[config.mk]
export PLATFORM = sky130hd
export DESIGN_NAME = pgw_top
export DESIGN_NICKNAME = d
export VERILOG_FILES = /design/src/rtl/pgw_pkg.sv /design/src/rtl/pgw_step.sv /design/src/rtl/pgw_memif.sv /design/src/rtl/pgw_top.sv
export SDC_FILE = /design/constraint.sdc
export NUM_CORES = 1
export LEC_CHECK = 0
export BUFFER_PORTS_ARGS = -buffer_cell sky130_fd_sc_hd__buf_2
export CAP_MARGIN = 10
export CELL_PAD_IN_SITES_DETAIL_PLACEMENT = 0
export CELL_PAD_IN_SITES_GLOBAL_PLACEMENT = 1
export CORE_ASPECT_RATIO = 1.75
export CORE_MARGIN = 5
export CORE_UTILIZATION = 39
export CTS_CLUSTER_SIZE = 25
export DETAILED_ROUTE_END_ITERATION = 8
export GPL_TIMING_DRIVEN = 1
export PLACE_DENSITY = 0.85
export SYNTH_ARGS = -nofsm -noshare
export SYNTH_HDL_FRONTEND = slang
export SYNTH_HIERARCHICAL = 1
export SYNTH_SLANG_ARGS = --single-unit
[constraint.sdc]
create_clock -name clk -period 4.33 [get_ports clk]
set_input_delay 0.2165 -clock clk [delete_from_list [all_inputs] [get_ports clk]]
set_output_delay 0.2165 -clock clk [all_outputs]
set_load 0.02 [all_outputs]
[src/rtl/pgw_pkg.sv]
package pgw_pkg;
  localparam int VA_W   = 32;
  localparam int ENT_W  = 32;
  localparam int PA_W   = VA_W + 4;
  localparam int FLT_W  = 10;
  localparam int ACC_BIT = 5;
  localparam int MOD_BIT = 6;
  localparam logic [2:0] FT_INVALID = 3'd1;
  localparam logic [2:0] FT_XLATE   = 3'd4;

  typedef enum logic [2:0] {
    ST_IDLE, ST_FETCH_CTX, ST_FETCH_L1, ST_FETCH_L2, ST_FETCH_L3, ST_UPDATE, ST_DONE
  } walk_state_e;

  typedef enum logic [1:0] {
    EK_INVALID = 2'd0, EK_TABLE = 2'd1, EK_LEAF = 2'd2, EK_RESERVED = 2'd3
  } entry_kind_e;

  typedef enum logic [1:0] { ACT_DESCEND, ACT_LEAF, ACT_FAULT } step_act_e;

  // Address of the context slot: root scaled by 16 plus context scaled by 4.
  function automatic logic [PA_W-1:0] ctx_slot_addr(input logic [VA_W-1:0] root,
                                                    input logic [VA_W-1:0] ctx);
    return {root, 4'b0000} + PA_W'({ctx, 2'b00});
  endfunction

  // Read address inside the table a pointer entry selects, for the level being entered.
  function automatic logic [PA_W-1:0] table_addr(input logic [ENT_W-1:0] ent,
                                                 input logic [VA_W-1:0] va,
                                                 input logic [1:0] nlvl);
    logic [PA_W-1:0] base;
    logic [PA_W-1:0] idx;
    base = {ent[ENT_W-1:2], 2'b00, 4'b0000};
    case (nlvl)
      2'd1:    idx = PA_W'({va[31:24], 2'b00});
      2'd2:    idx = PA_W'({va[23:18], 2'b00});
      default: idx = PA_W'({va[17:12], 2'b00});
    endcase
    return base + idx;
  endfunction

  // Physical address from a leaf entry; the page size follows the leaf level.
  function automatic logic [PA_W-1:0] leaf_paddr(input logic [ENT_W-1:0] ent,
                                                 input logic [VA_W-1:0] va,
                                                 input logic [1:0] lvl);
    logic [PA_W-1:0] off;
    case (lvl)
      2'd1:    off = PA_W'(va[23:0]);
      2'd2:    off = PA_W'(va[17:0]);
      default: off = PA_W'(va[11:0]);
    endcase
    return {ent[ENT_W-1:8], 12'h000} + off;
  endfunction

  function automatic logic [FLT_W-1:0] fault_word(input logic [1:0] lvl, input logic [2:0] ft);
    return {lvl, 3'b000, ft, 2'b00};
  endfunction
endpackage

[src/rtl/pgw_step.sv]
module pgw_step
  import pgw_pkg::*;
(
  input  entry_kind_e kind,
  input  logic [1:0]  lvl,
  output step_act_e   act,
  output logic [2:0]  ftype
);
  always_comb begin
    act   = ACT_FAULT;
    ftype = FT_XLATE;
    case (kind)
      EK_INVALID:  ftype = FT_INVALID;
      EK_TABLE:    if (lvl != 2'd3) act = ACT_DESCEND;
      EK_LEAF:     if (lvl != 2'd0) act = ACT_LEAF;
      default:     ftype = FT_XLATE;
    endcase
  end
endmodule

[src/rtl/pgw_memif.sv]
module pgw_memif #(
  parameter int AW = 36,
  parameter int DW = 32
) (
  input  logic          clk,
  input  logic          rst_n,
  input  logic          cmd_go,
  input  logic          cmd_write,
  input  logic [AW-1:0] cmd_addr,
  input  logic [DW-1:0] cmd_wdata,
  output logic          cmd_done,
  output logic [DW-1:0] cmd_rdata,
  output logic          mem_req_valid,
  input  logic          mem_req_ready,
  output logic          mem_req_write,
  output logic [AW-1:0] mem_req_addr,
  output logic [DW-1:0] mem_req_wdata,
  input  logic          mem_rsp_valid,
  input  logic [DW-1:0] mem_rsp_data
);
  logic pend;
  logic req_fire;
  logic rsp_take;

  assign mem_req_valid = cmd_go && !pend;
  assign mem_req_write = cmd_write;
  assign mem_req_addr  = cmd_addr;
  assign mem_req_wdata = cmd_wdata;
  assign req_fire      = mem_req_valid && mem_req_ready;
  assign rsp_take      = pend && mem_rsp_valid;
  assign cmd_done      = (req_fire && cmd_write) || rsp_take;
  assign cmd_rdata     = mem_rsp_data;

  always_ff @(posedge clk or negedge rst_n) begin
    if (!rst_n)                     pend <= 1'b0;
    else if (req_fire && !cmd_write) pend <= 1'b1;
    else if (rsp_take)              pend <= 1'b0;
  end

  // a stalled request keeps its address and direction until accepted
  a_r9_req_hold: assert property (@(posedge clk) disable iff (!rst_n)
    (mem_req_valid && !mem_req_ready) |=>
      (mem_req_valid && $stable(mem_req_addr) && $stable(mem_req_write)));

  // after a read is taken, no new request until its response arrives
  a_r9_one_read: assert property (@(posedge clk) disable iff (!rst_n)
    (req_fire && !cmd_write) |=> !mem_req_valid);
endmodule

[src/rtl/pgw_top.sv]
module pgw_top
  import pgw_pkg::*;
#(
  parameter int CTX_W = 8
) (
  input  logic                clk,
  input  logic                rst_n,
  input  logic                req_valid,
  output logic                req_ready,
  input  logic [VA_W-1:0]     req_vaddr,
  input  logic                req_write,
  input  logic                mmu_on,
  input  logic [VA_W-1:0]     ctx_root,
  input  logic [CTX_W-1:0]    ctx_id,
  output logic                mem_req_valid,
  input  logic                mem_req_ready,
  output logic                mem_req_write,
  output logic [PA_W-1:0]     mem_req_addr,
  output logic [ENT_W-1:0]    mem_req_wdata,
  input  logic                mem_rsp_valid,
  input  logic [ENT_W-1:0]    mem_rsp_data,
  output logic                done,
  output logic [PA_W-1:0]     paddr,
  output logic [ENT_W-1:0]    leaf_entry,
  output logic [1:0]          leaf_level,
  output logic [FLT_W-1:0]    fault_code
);
  walk_state_e      st;
  logic [VA_W-1:0]  va_q;
  logic             wr_q;
  logic [PA_W-1:0]  addr_q;
  logic [PA_W-1:0]  paddr_q;
  logic [ENT_W-1:0] leaf_q;
  logic [1:0]       lvl_q;
  logic [FLT_W-1:0] flt_q;

  logic             cmd_go, cmd_write, cmd_done;
  logic [ENT_W-1:0] rdata;
  logic [1:0]       cur_lvl;
  logic             in_fetch;
  step_act_e        act;
  logic [2:0]       ftype;
  logic [ENT_W-1:0] upd_ent;

  // named events for the checks below
  logic walk_accept, walk_bypass, step_done, step_leaf, step_fault, leaf_needs_wb;

  function automatic walk_state_e next_fetch(input walk_state_e s);
    case (s)
      ST_FETCH_CTX: return ST_FETCH_L1;
      ST_FETCH_L1:  return ST_FETCH_L2;
      ST_FETCH_L2:  return ST_FETCH_L3;
      default:      return ST_DONE;
    endcase
  endfunction

  always_comb begin
    case (st)
      ST_FETCH_L1: cur_lvl = 2'd1;
      ST_FETCH_L2: cur_lvl = 2'd2;
      ST_FETCH_L3: cur_lvl = 2'd3;
      default:     cur_lvl = 2'd0;
    endcase
  end

  assign in_fetch  = (st == ST_FETCH_CTX) || (st == ST_FETCH_L1) ||
                     (st == ST_FETCH_L2)  || (st == ST_FETCH_L3);
  assign cmd_go    = in_fetch || (st == ST_UPDATE);
  assign cmd_write = (st == ST_UPDATE);

  pgw_memif #(.AW(PA_W), .DW(ENT_W)) memif_i (
    .clk(clk), .rst_n(rst_n),
    .cmd_go(cmd_go), .cmd_write(cmd_write), .cmd_addr(addr_q), .cmd_wdata(leaf_q),
    .cmd_done(cmd_done), .cmd_rdata(rdata),
    .mem_req_valid(mem_req_valid), .mem_req_ready(mem_req_ready),
    .mem_req_write(mem_req_write), .mem_req_addr(mem_req_addr),
    .mem_req_wdata(mem_req_wdata), .mem_rsp_valid(mem_rsp_valid),
    .mem_rsp_data(mem_rsp_data)
  );

  pgw_step step_i (
    .kind(entry_kind_e'(rdata[1:0])), .lvl(cur_lvl), .act(act), .ftype(ftype)
  );

  always_comb begin
    upd_ent = rdata;
    upd_ent[ACC_BIT] = 1'b1;
    if (wr_q) upd_ent[MOD_BIT] = 1'b1;
  end

  assign walk_accept   = req_valid && req_ready;
  assign walk_bypass   = walk_accept && !mmu_on;
  assign step_done     = in_fetch && cmd_done;
  assign step_leaf     = step_done && (act == ACT_LEAF);
  assign step_fault    = step_done && (act == ACT_FAULT);
  assign leaf_needs_wb = (upd_ent != rdata);

  always_ff @(posedge clk or negedge rst_n) begin
    if (!rst_n) begin
      st      <= ST_IDLE;
      va_q    <= '0;
      wr_q    <= 1'b0;
      addr_q  <= '0;
      paddr_q <= '0;
      leaf_q  <= '0;
      lvl_q   <= '0;
      flt_q   <= '0;
    end else begin
      case (st)
        ST_IDLE: if (walk_accept) begin
          va_q    <= req_vaddr;
          wr_q    <= req_write;
          leaf_q  <= '0;
          lvl_q   <= '0;
          flt_q   <= '0;
          if (mmu_on) begin
            paddr_q <= '0;
            addr_q  <= ctx_slot_addr(ctx_root, VA_W'(ctx_id));
            st      <= ST_FETCH_CTX;
          end else begin
            paddr_q <= PA_W'(req_vaddr);
            st      <= ST_DONE;
          end
        end
        ST_FETCH_CTX, ST_FETCH_L1, ST_FETCH_L2, ST_FETCH_L3: if (cmd_done) begin
          case (act)
            ACT_DESCEND: begin
              addr_q <= table_addr(rdata, va_q, cur_lvl + 2'd1);
              st     <= next_fetch(st);
            end
            ACT_LEAF: begin
              paddr_q <= leaf_paddr(rdata, va_q, cur_lvl);
              leaf_q  <= upd_ent;
              lvl_q   <= cur_lvl;
              st      <= leaf_needs_wb ? ST_UPDATE : ST_DONE;
            end
            default: begin
              flt_q <= fault_word(cur_lvl, ftype);
              st    <= ST_DONE;
            end
          endcase
        end
        ST_UPDATE: if (cmd_done) st <= ST_DONE;
        default:   st <= ST_IDLE;
      endcase
    end
  end

  assign req_ready  = (st == ST_IDLE);
  assign done       = (st == ST_DONE);
  assign paddr      = paddr_q;
  assign leaf_entry = leaf_q;
  assign leaf_level = lvl_q;
  assign fault_code = flt_q;

  // bypass finishes next cycle with the untranslated address
  a_r1_bypass_result: assert property (@(posedge clk) disable iff (!rst_n)
    walk_bypass |=> (done && paddr == PA_W'($past(req_vaddr)) && fault_code == '0));

  // bypass touches no memory
  a_r1_bypass_quiet: assert property (@(posedge clk) disable iff (!rst_n)
    walk_bypass |=> !mem_req_valid);

  // a reported fault has a legal type and clear low bits
  a_r5_fault_shape: assert property (@(posedge clk) disable iff (!rst_n)
    (done && fault_code != '0) |->
      ((fault_code[4:2] == FT_INVALID || fault_code[4:2] == FT_XLATE) &&
       fault_code[1:0] == 2'b00 && fault_code[7:5] == 3'b000));

  // a fault in the context entry always reports level 0
  a_r6_ctx_level: assert property (@(posedge clk) disable iff (!rst_n)
    (step_fault && st == ST_FETCH_CTX) |=> (fault_code[9:8] == 2'd0));

  // any written entry carries the accessed bit
  a_r7_wb_marked: assert property (@(posedge clk) disable iff (!rst_n)
    (mem_req_valid && mem_req_write) |-> mem_req_wdata[ACC_BIT]);

  // write-back only follows a leaf without fault
  a_r8_wb_after_leaf: assert property (@(posedge clk) disable iff (!rst_n)
    (mem_req_valid && mem_req_write) |-> (leaf_level != 2'd0 && fault_code == '0));

  // done lasts one cycle and the walker is busy right after acceptance
  a_r10_done_pulse: assert property (@(posedge clk) disable iff (!rst_n)
    done |=> !done);
  a_r10_busy: assert property (@(posedge clk) disable iff (!rst_n)
    walk_accept |=> !req_ready);
endmodule

Yosys cells after proc, flatten, opt, wreduce, memory -nomap -nowiden
Cells that the tools add are included.

word-level totals
  register bits = 153
  latch bits = 0
  memory bits (writable) = 0
  bits in read-only memories = 0
  input port bits = 111
  output and inout bits = 152
  word-level logic and storage cells = 107
  memories = 0

operators by class
  add/sub/neg operators = 4
  multiply operators = 0
  divide/modulo/power cells = 0
  order comparisons = 0
  equality and inequality tests = 22
  shifts and indexed selects = 0
  mux-type cells = 46
  bitwise logic cells = 0
  reductions and logical operators = 26

operator list
  cell                                                                   number
  36-bit two-way mux                                                     13
  36-bit one-hot mux with 2 select lines                                 2
  32-bit two-way mux                                                     4
  36-bit adder                                                           2
  32-bit one-hot mux with 2 select lines                                 1
  24-bit one-hot mux with 2 select lines                                 1
  10-bit one-hot mux with 2 select lines                                 2
  36-bit by 10-bit adder with 36-bit output                              1
  10-bit two-way mux                                                     3
  3-bit one-hot mux with 3 select lines                                  2
  3-bit two-way mux                                                      5
  2-bit two-way mux                                                      6
  2-bit != test, second input constant                                   5
  3-bit equality test, second input constant                             3
  2-bit by 1-bit equality test with 1-bit output, second input constant  4
  2-bit one-hot mux with 2 select lines                                  2
  4-bit AND reduction                                                    2
  2-bit equality test, second input constant                             3
  3-bit by 2-bit equality test with 1-bit output, second input constant  2
  1-bit logical AND                                                      6
  2-bit by 1-bit != test with 1-bit output, second input constant        3
  2-bit one-hot mux with 3 select lines                                  1
  3-bit one-hot mux with 2 select lines                                  1
  2-bit nonzero test                                                     3
  13 further kinds                                                       21

Depth between registers and ports, before layout
  word-level depth = 15
  gate-level depth with buffers = 18
  gate-level depth less buffers = 16

Cells and area by module
The synthesis kept the hierarchy.

modules (own cells, without submodules)
  module     times used  cells each  area an instance (µm²)  sequential area each (µm²)
  pgw_top    1           1,027       8,754.6                 3,628.5
  pgw_memif  1           109         824.5                   25.0
  pgw_step   1           13          85.1                    0.0

Least setup slack after synthesis
OpenSTA, ideal clock, no wires.

  kind = reg2reg
  start = register st[1]
  end = register paddr_q[34], in the netlist paddr[34]
  library setup time = 69 ps
  arrival time = 3,870 ps
  required time = 4,261 ps
  path slack = 391 ps
  cell stages (with the launch flop) = 18
  buffers on the path = 2
  clock period less this slack = 3,939 ps
  path through = dfrtp_1 > clkbuf_1 > inv_1 > nor2_1 > a21oi_1 > clkbuf_1 > ha_1 > o21a_1 > and2_1 > ha_1 > inv_1 > fa_1 > and2b_1 > o21bai_1 > a2111oi_2 > o22ai_1 > or4_1 > nand3_1

between the ends
  longest elaborated chain between the ends = 11
  elaborated cells on any way between the ends = 38
  those cells by class = add/sub: 1; eq/ne: 12; mux: 11; reduce/logical: 14

RTL lines
  element                                                                        line                                          source
  start, declared                                                                pgw_top.sv:28                                 walk_state_e st;
  start signal, assigned                                                         pgw_top.sv:129                                st <= next_fetch(st);
  start signal, assigned                                                         pgw_top.sv:135                                st <= leaf_needs_wb ? ST_UPDATE : ST_DONE;
  3-bit equality test, or another cell as far along                              pgw_top.sv:58, pgw_top.sv:67, pgw_top.sv:109
  2-bit one-hot mux with 3 select lines or 1-bit logical OR (tied branches)      pgw_top.sv:58, pgw_top.sv:66
  2-bit equality test, or another cell as far along                              pgw_pkg.sv:47                                 case (lvl)
  24-bit one-hot mux with 2 select lines or 1-bit logical OR (tied branches)     pgw_pkg.sv:47, pgw_top.sv:67
  36-bit two-way mux or 1-bit logical OR (tied branches)                         pgw_top.sv:126, pgw_top.sv:68
  36-bit two-way mux or 1-bit logical AND (tied branches)                        pgw_top.sv:125, pgw_memif.sv:25
  36-bit two-way mux or 1-bit logical AND (tied branches)                        pgw_top.sv:109, pgw_memif.sv:29
  36-bit adder or 1-bit logical AND (tied branches)                              pgw_pkg.sv:52, pgw_memif.sv:31
  36-bit two-way mux or 1-bit logical OR (tied branches)                         pgw_top.sv:126, pgw_memif.sv:31
  36-bit two-way mux or 2-bit != test (tied branches)                            --
  36-bit one-hot mux with 2 select lines or 4-bit AND reduction (tied branches)  --
  end signal, assigned                                                           pgw_top.sv:121                                paddr_q <= PA_W'(req_vaddr);
  end signal, assigned                                                           pgw_top.sv:132                                paddr_q <= leaf_paddr(rdata, va_q, cur_lvl);
  end, declared                                                                  pgw_top.sv:32                                 logic [PA_W-1:0] paddr_q;

Several ways; a longest one is shown, not always the timed one. The select of a mux whose other input is x is not followed.
A chain may end at the register's enable or synchronous reset.

Worst setup path after layout
  start = register st[2]
  end = register addr_q[34]

between the ends
  longest elaborated chain between the ends = 12
  elaborated cells on any way between the ends = 40
  those cells by class = add/sub: 2; eq/ne: 12; mux: 11; reduce/logical: 15

RTL lines
  element                                                                                line            source
  3-bit equality test or 3-bit by 2-bit equality test with 1-bit output (tied branches)  pgw_top.sv:58   case (st)
  2-bit one-hot mux with 3 select lines (*)                                              pgw_top.sv:58
  net cur_lvl[0]                                                                         pgw_top.sv:39   logic [1:0] cur_lvl;
  2-bit by 1-bit adder with 2-bit output                                                 pgw_top.sv:128  addr_q <= table_addr(rdata, va_q, cur_lvl + 2'd1);
  2-bit equality test or 2-bit by 1-bit equality test with 1-bit output (tied branches)  pgw_pkg.sv:34   case (nlvl)
  10-bit one-hot mux with 2 select lines                                                 pgw_pkg.sv:34
  36-bit two-way mux                                                                     pgw_top.sv:126  case (act)
  36-bit two-way mux                                                                     pgw_top.sv:125  ST_FETCH_CTX, ST_FETCH_L1, ST_FETCH_L2, ST_FETCH_L3: if (cmd_done) begin
  36-bit two-way mux                                                                     pgw_top.sv:109  case (st)
  36-bit adder                                                                           pgw_pkg.sv:39   return base + idx;
  36-bit two-way mux                                                                     pgw_top.sv:126
  36-bit two-way mux                                                                     pgw_top.sv:125
  36-bit one-hot mux with 2 select lines                                                 pgw_top.sv:109
  end signal, assigned                                                                   pgw_top.sv:118  addr_q <= ctx_slot_addr(ctx_root, VA_W'(ctx_id));
  end signal, assigned                                                                   pgw_top.sv:128
  end, declared                                                                          pgw_top.sv:31   logic [PA_W-1:0] addr_q;

The timed path passes the listed nets; every way through them passes the cells marked *. The select of a mux whose other input is x is not followed.

==> impl_metrics.yaml <==
run_status:
  status: "finished clean"
routing:
  drt-total-wl_um: 32800
  via_per_inst: 5.28
  wl_per_cell_um: 19.9
  drc: 0
  vias: 8722
  drtPass1Iterations: 5
  drt.antenna.violating_nets: 0
  drt_iter0_drc: 500
die:
  num_rows: 76
  die_area_sq_mm: 0.0282
  die_y_um: 218
  initial_core_util_pct: 39.4
  coreArea_sq_mm: 0.0245
  die-width_um: 129
  ios: 263
setup_path:
  reg2reg_depth: 16
  crit_type: "reg -> reg"
  critPathRequiredTime_ns: 4.66
  critical_path_arrival_ns: 4.38
  path_depth: 16
  endpoint: "addr_q[34]"
  cp_slowest_cell: "dfrtp_1"
  crit_buf_inv: 2
  startpoint: "st[2]"
  start_kind: "flip-flop"
  cp_max_fo: 7
  timing.rr.start: "st[2]"
  cp_cell_sequence: "inv_1, nand2_1, a21o_1, inv_1, ha_1, and2_1, a21oi_1, a21oi_1, ha_1, fa_1, a211oi_1, nor2_1, and4_4, and2b_1, xnor2_1, a221o_1"
  cp_top_family: "compound AO/OA/AOI/OAI gates"
  timing.rr.end: "addr_q[34]"
  cpPeakStageDelay_ns: 0.49
  r2r_setup_slack_ns: 0.29
  endpoint_kind: "flip-flop"
place:
  place_congestion: 0.889
  dp_hpwl_um: 25000
  dp_cells: 1587
  io_buffers: 255
logic_synthesis:
  synth.distinct_cells: 79
  syn-instance-count: 1149
  synth_top_cell_by_area: "dfrtp_1"
  netlist_area_sq_mm: 0.00966
  ys_async_sr_fraction_pct: 100
  synth_edf_count: 0
  ys_ff_latch: 146
  ys_top_cells_by_area: "dfrtp_1, buf_4, nand2_1, xnor2_1, a21oi_1"
  syn_area_per_cell_sq_um: 8.41
  synth_flop_cell: "dfrtp_1"
  synth_top_area_share_pct: 37.8
  ys_seq_area_share_pct: 37.8
  yosysWarnings: 6
sta:
  tns_ns: 0
  finalSetupViolCount: 0
  worstMarginPinSlew_ns: 1.10
  finalClockSkew_ns: 0.0102
  fmax_mhz: 247
  fin_crit_sh_pct: 93.4
  finalHoldViolCount: 0
  rsz0062_at_grt: "no"
  slew_viol_final: 0
  slew_headroom_pct: 26.7
  min_period_ns: 4.04
grt:
  grt-ovfl-total: 0
  grt_start_max_net_pins: 84
  track_usage_pct: 23.2
  grt_antenna_before_repair: 0
  grt_pass1_vias: 8663
  grt_pass1_wl_um: 49900
final_layout:
  antenna_cells: 0
  fin_nets: 1469
  instances_no_fill: 1652
  drive_gt1_share_pct: 25.7
  area_growth_pct: 18.2
  fill_cells: 2494
clock_network:
  cts_root_buffer: "clkbuf_16"
  worstSkewPairLatency_ns: 0.44
  htreeDepth: 4
  path_clk_slew_ns: 0.07
  cts_max_path_buffers: 2
  cts_sinks: 146
  cts_tree: "built"
  cts_buffers: 17
pwr:
  ir_worst_vdd_v: 0.000350
  pwr_density_cell_mw_per_mm2: 706
  p_leak_nw: 5.70
flow_run:
  drv_cap: 0
min_path:
  hp-class: "in -> reg"
-- registers in the layout, indices dropped and copies added (netlist names) --
name and cells:
addr_q 34, fault_code 5, leaf_entry 32, leaf_level 2
memif_i/pend 1, paddr 36, st 3, va_q 32
wr_q 1
-- how the worst min path moves through the flow --
| stage | from | end | slack [ns] | cells after the start |
|---|---|---|---|---|
| after floorplan | rst_n | addr_q[10] | -0.08 | 0 |
| after global placement | rst_n | fault_code[3] | 0.35 | 1 |
| after detailed placement | rst_n | fault_code[3] | 0.35 | 1 |
| after CTS | mem_rsp_data[1] | leaf_entry[1] | 0.006 | 3 |
| after global routing | mem_rsp_data[0] | leaf_entry[0] | 0.02 | 3 |
| final | mem_rsp_data[1] | leaf_entry[1] | 0.03 | 3 |
-- logic make-up after synthesis --
| kind of cell | count (synthesis) | share of synthesized area, % |
|---|---|---|
| xor+xnor | 62 | 5.62 |
| other cells | 2 | 0.0777 |
| simple gates | 486 | 24.3 |
| buf+inv | 188 | 12.2 |
| flops | 146 | 37.8 |
| mux | 3 | 0.324 |
| compound gates | 231 | 15.4 |
| fa+ha+maj | 31 | 4.25 |
-- Yosys cell counts (4+ instances only) --
cell,n
xor2_1,16
and3_1,32
a21oi_1,71
nor2b_1,5
o211ai_1,6
a221oi_1,10
nand4_1,13
nand3_1,60
nor3_1,23
or3_1,5
clkbuf_1,25
dfrtp_1,146
buf_2,15
o221ai_1,4
o21ai_1,4
a211o_1,5
xnor2_1,46
ha_1,28
and2_1,16
nand2_1,225
a31oi_1,5
o31ai_1,7
o21ai_0,47
or2_2,4
a211oi_1,16
o22ai_1,13
nor2_1,68
buf_4,114
o21a_1,4
a21o_1,9
buf_6,4
inv_1,28
-- cell usage in the layout, fill, tap and decap left out, types with 12 or more instances in the layout --
cell	n
a211oi_1	16
a21oi_1	71
and2_1	16
and3_1	32
buf_2	254
buf_4	24
clkbuf_16	17
dfrtp_1	146
dlygate4sd3_1	33
ha_1	28
inv_1	28
nand2_1	225
nand3_1	60
nand4_1	13
nor2_1	68
nor3_1	23
o21ai_0	47
o22ai_1	12
xnor2_1	46
xor2_1	16
-- worst register-to-register path: stages (launching register included) --
cell and delay, ns:
dfrtp_1 0.49, inv_1 0.16, nand2_1 0.13, a21o_1 0.21, inv_1 0.12, ha_1 0.29
and2_1 0.21, a21oi_1 0.19, a21oi_1 0.13, ha_1 0.22, fa_1 0.43, a211oi_1 0.30
nor2_1 0.18, and4_4 0.25, and2b_1 0.16, xnor2_1 0.12, a221o_1 0.35
-- layout make-up --
class / count / area (sq um) / share of cell area, %
Multi-Input combinational cell: 821 / 4870 / 42.6
Sequential cell: 146 / 3650 / 32.0
Timing Repair Buffer: 312 / 1790 / 15.7
Clock buffer: 19 / 453 / 3.96
Tap cell: 312 / 390 / 3.42
Clock inverter: 13 / 158 / 1.38
Inverter: 29 / 109 / 0.953
-- power breakdown --
group | total (mW) | switching (mW) | internal (mW)
registers | 2.35 | 0.400 | 1.95
logic | 4.15 | 2.76 | 1.39
clock network | 1.56 | 0.623 | 0.936
-- layer usage --
metal	part of all wire [%]	up-vias	routed length (um)	GRT usage, %
li1	-	4217	-	-
met1	37	4198	12100	25.9
met2	55	257	18000	43.1
met3	5.0	50	1630	3.84
met4	3.2	0	1060	9.11
met5	0	-	0	0
-- stage by stage --
stage	hold slack, ns	utilization [%]	instance area, sq um	setup slack, ns	power [mW]
after floorplan	-0.0791	-	9690	0.391	5.42
after global placement	0.346	42.7	10500	0.270	6.47
after detailed placement	0.352	42.7	10500	0.227	6.50
after CTS	0.00648	46.5	11400	0.190	8.11
after global routing	0.0235	46.6	11400	0.0394	8.60
final	0.0317	46.6	11400	0.285	8.06
-- timing repair --
item,CTS,global route
endpoints found under the setup margin,0,1
buffers inserted,0,0
resized for setup,0,2
hold buffers,33,0
endpoints found under the hold margin,113,0
No activity file was read; power rests on OpenSTA's default activity.
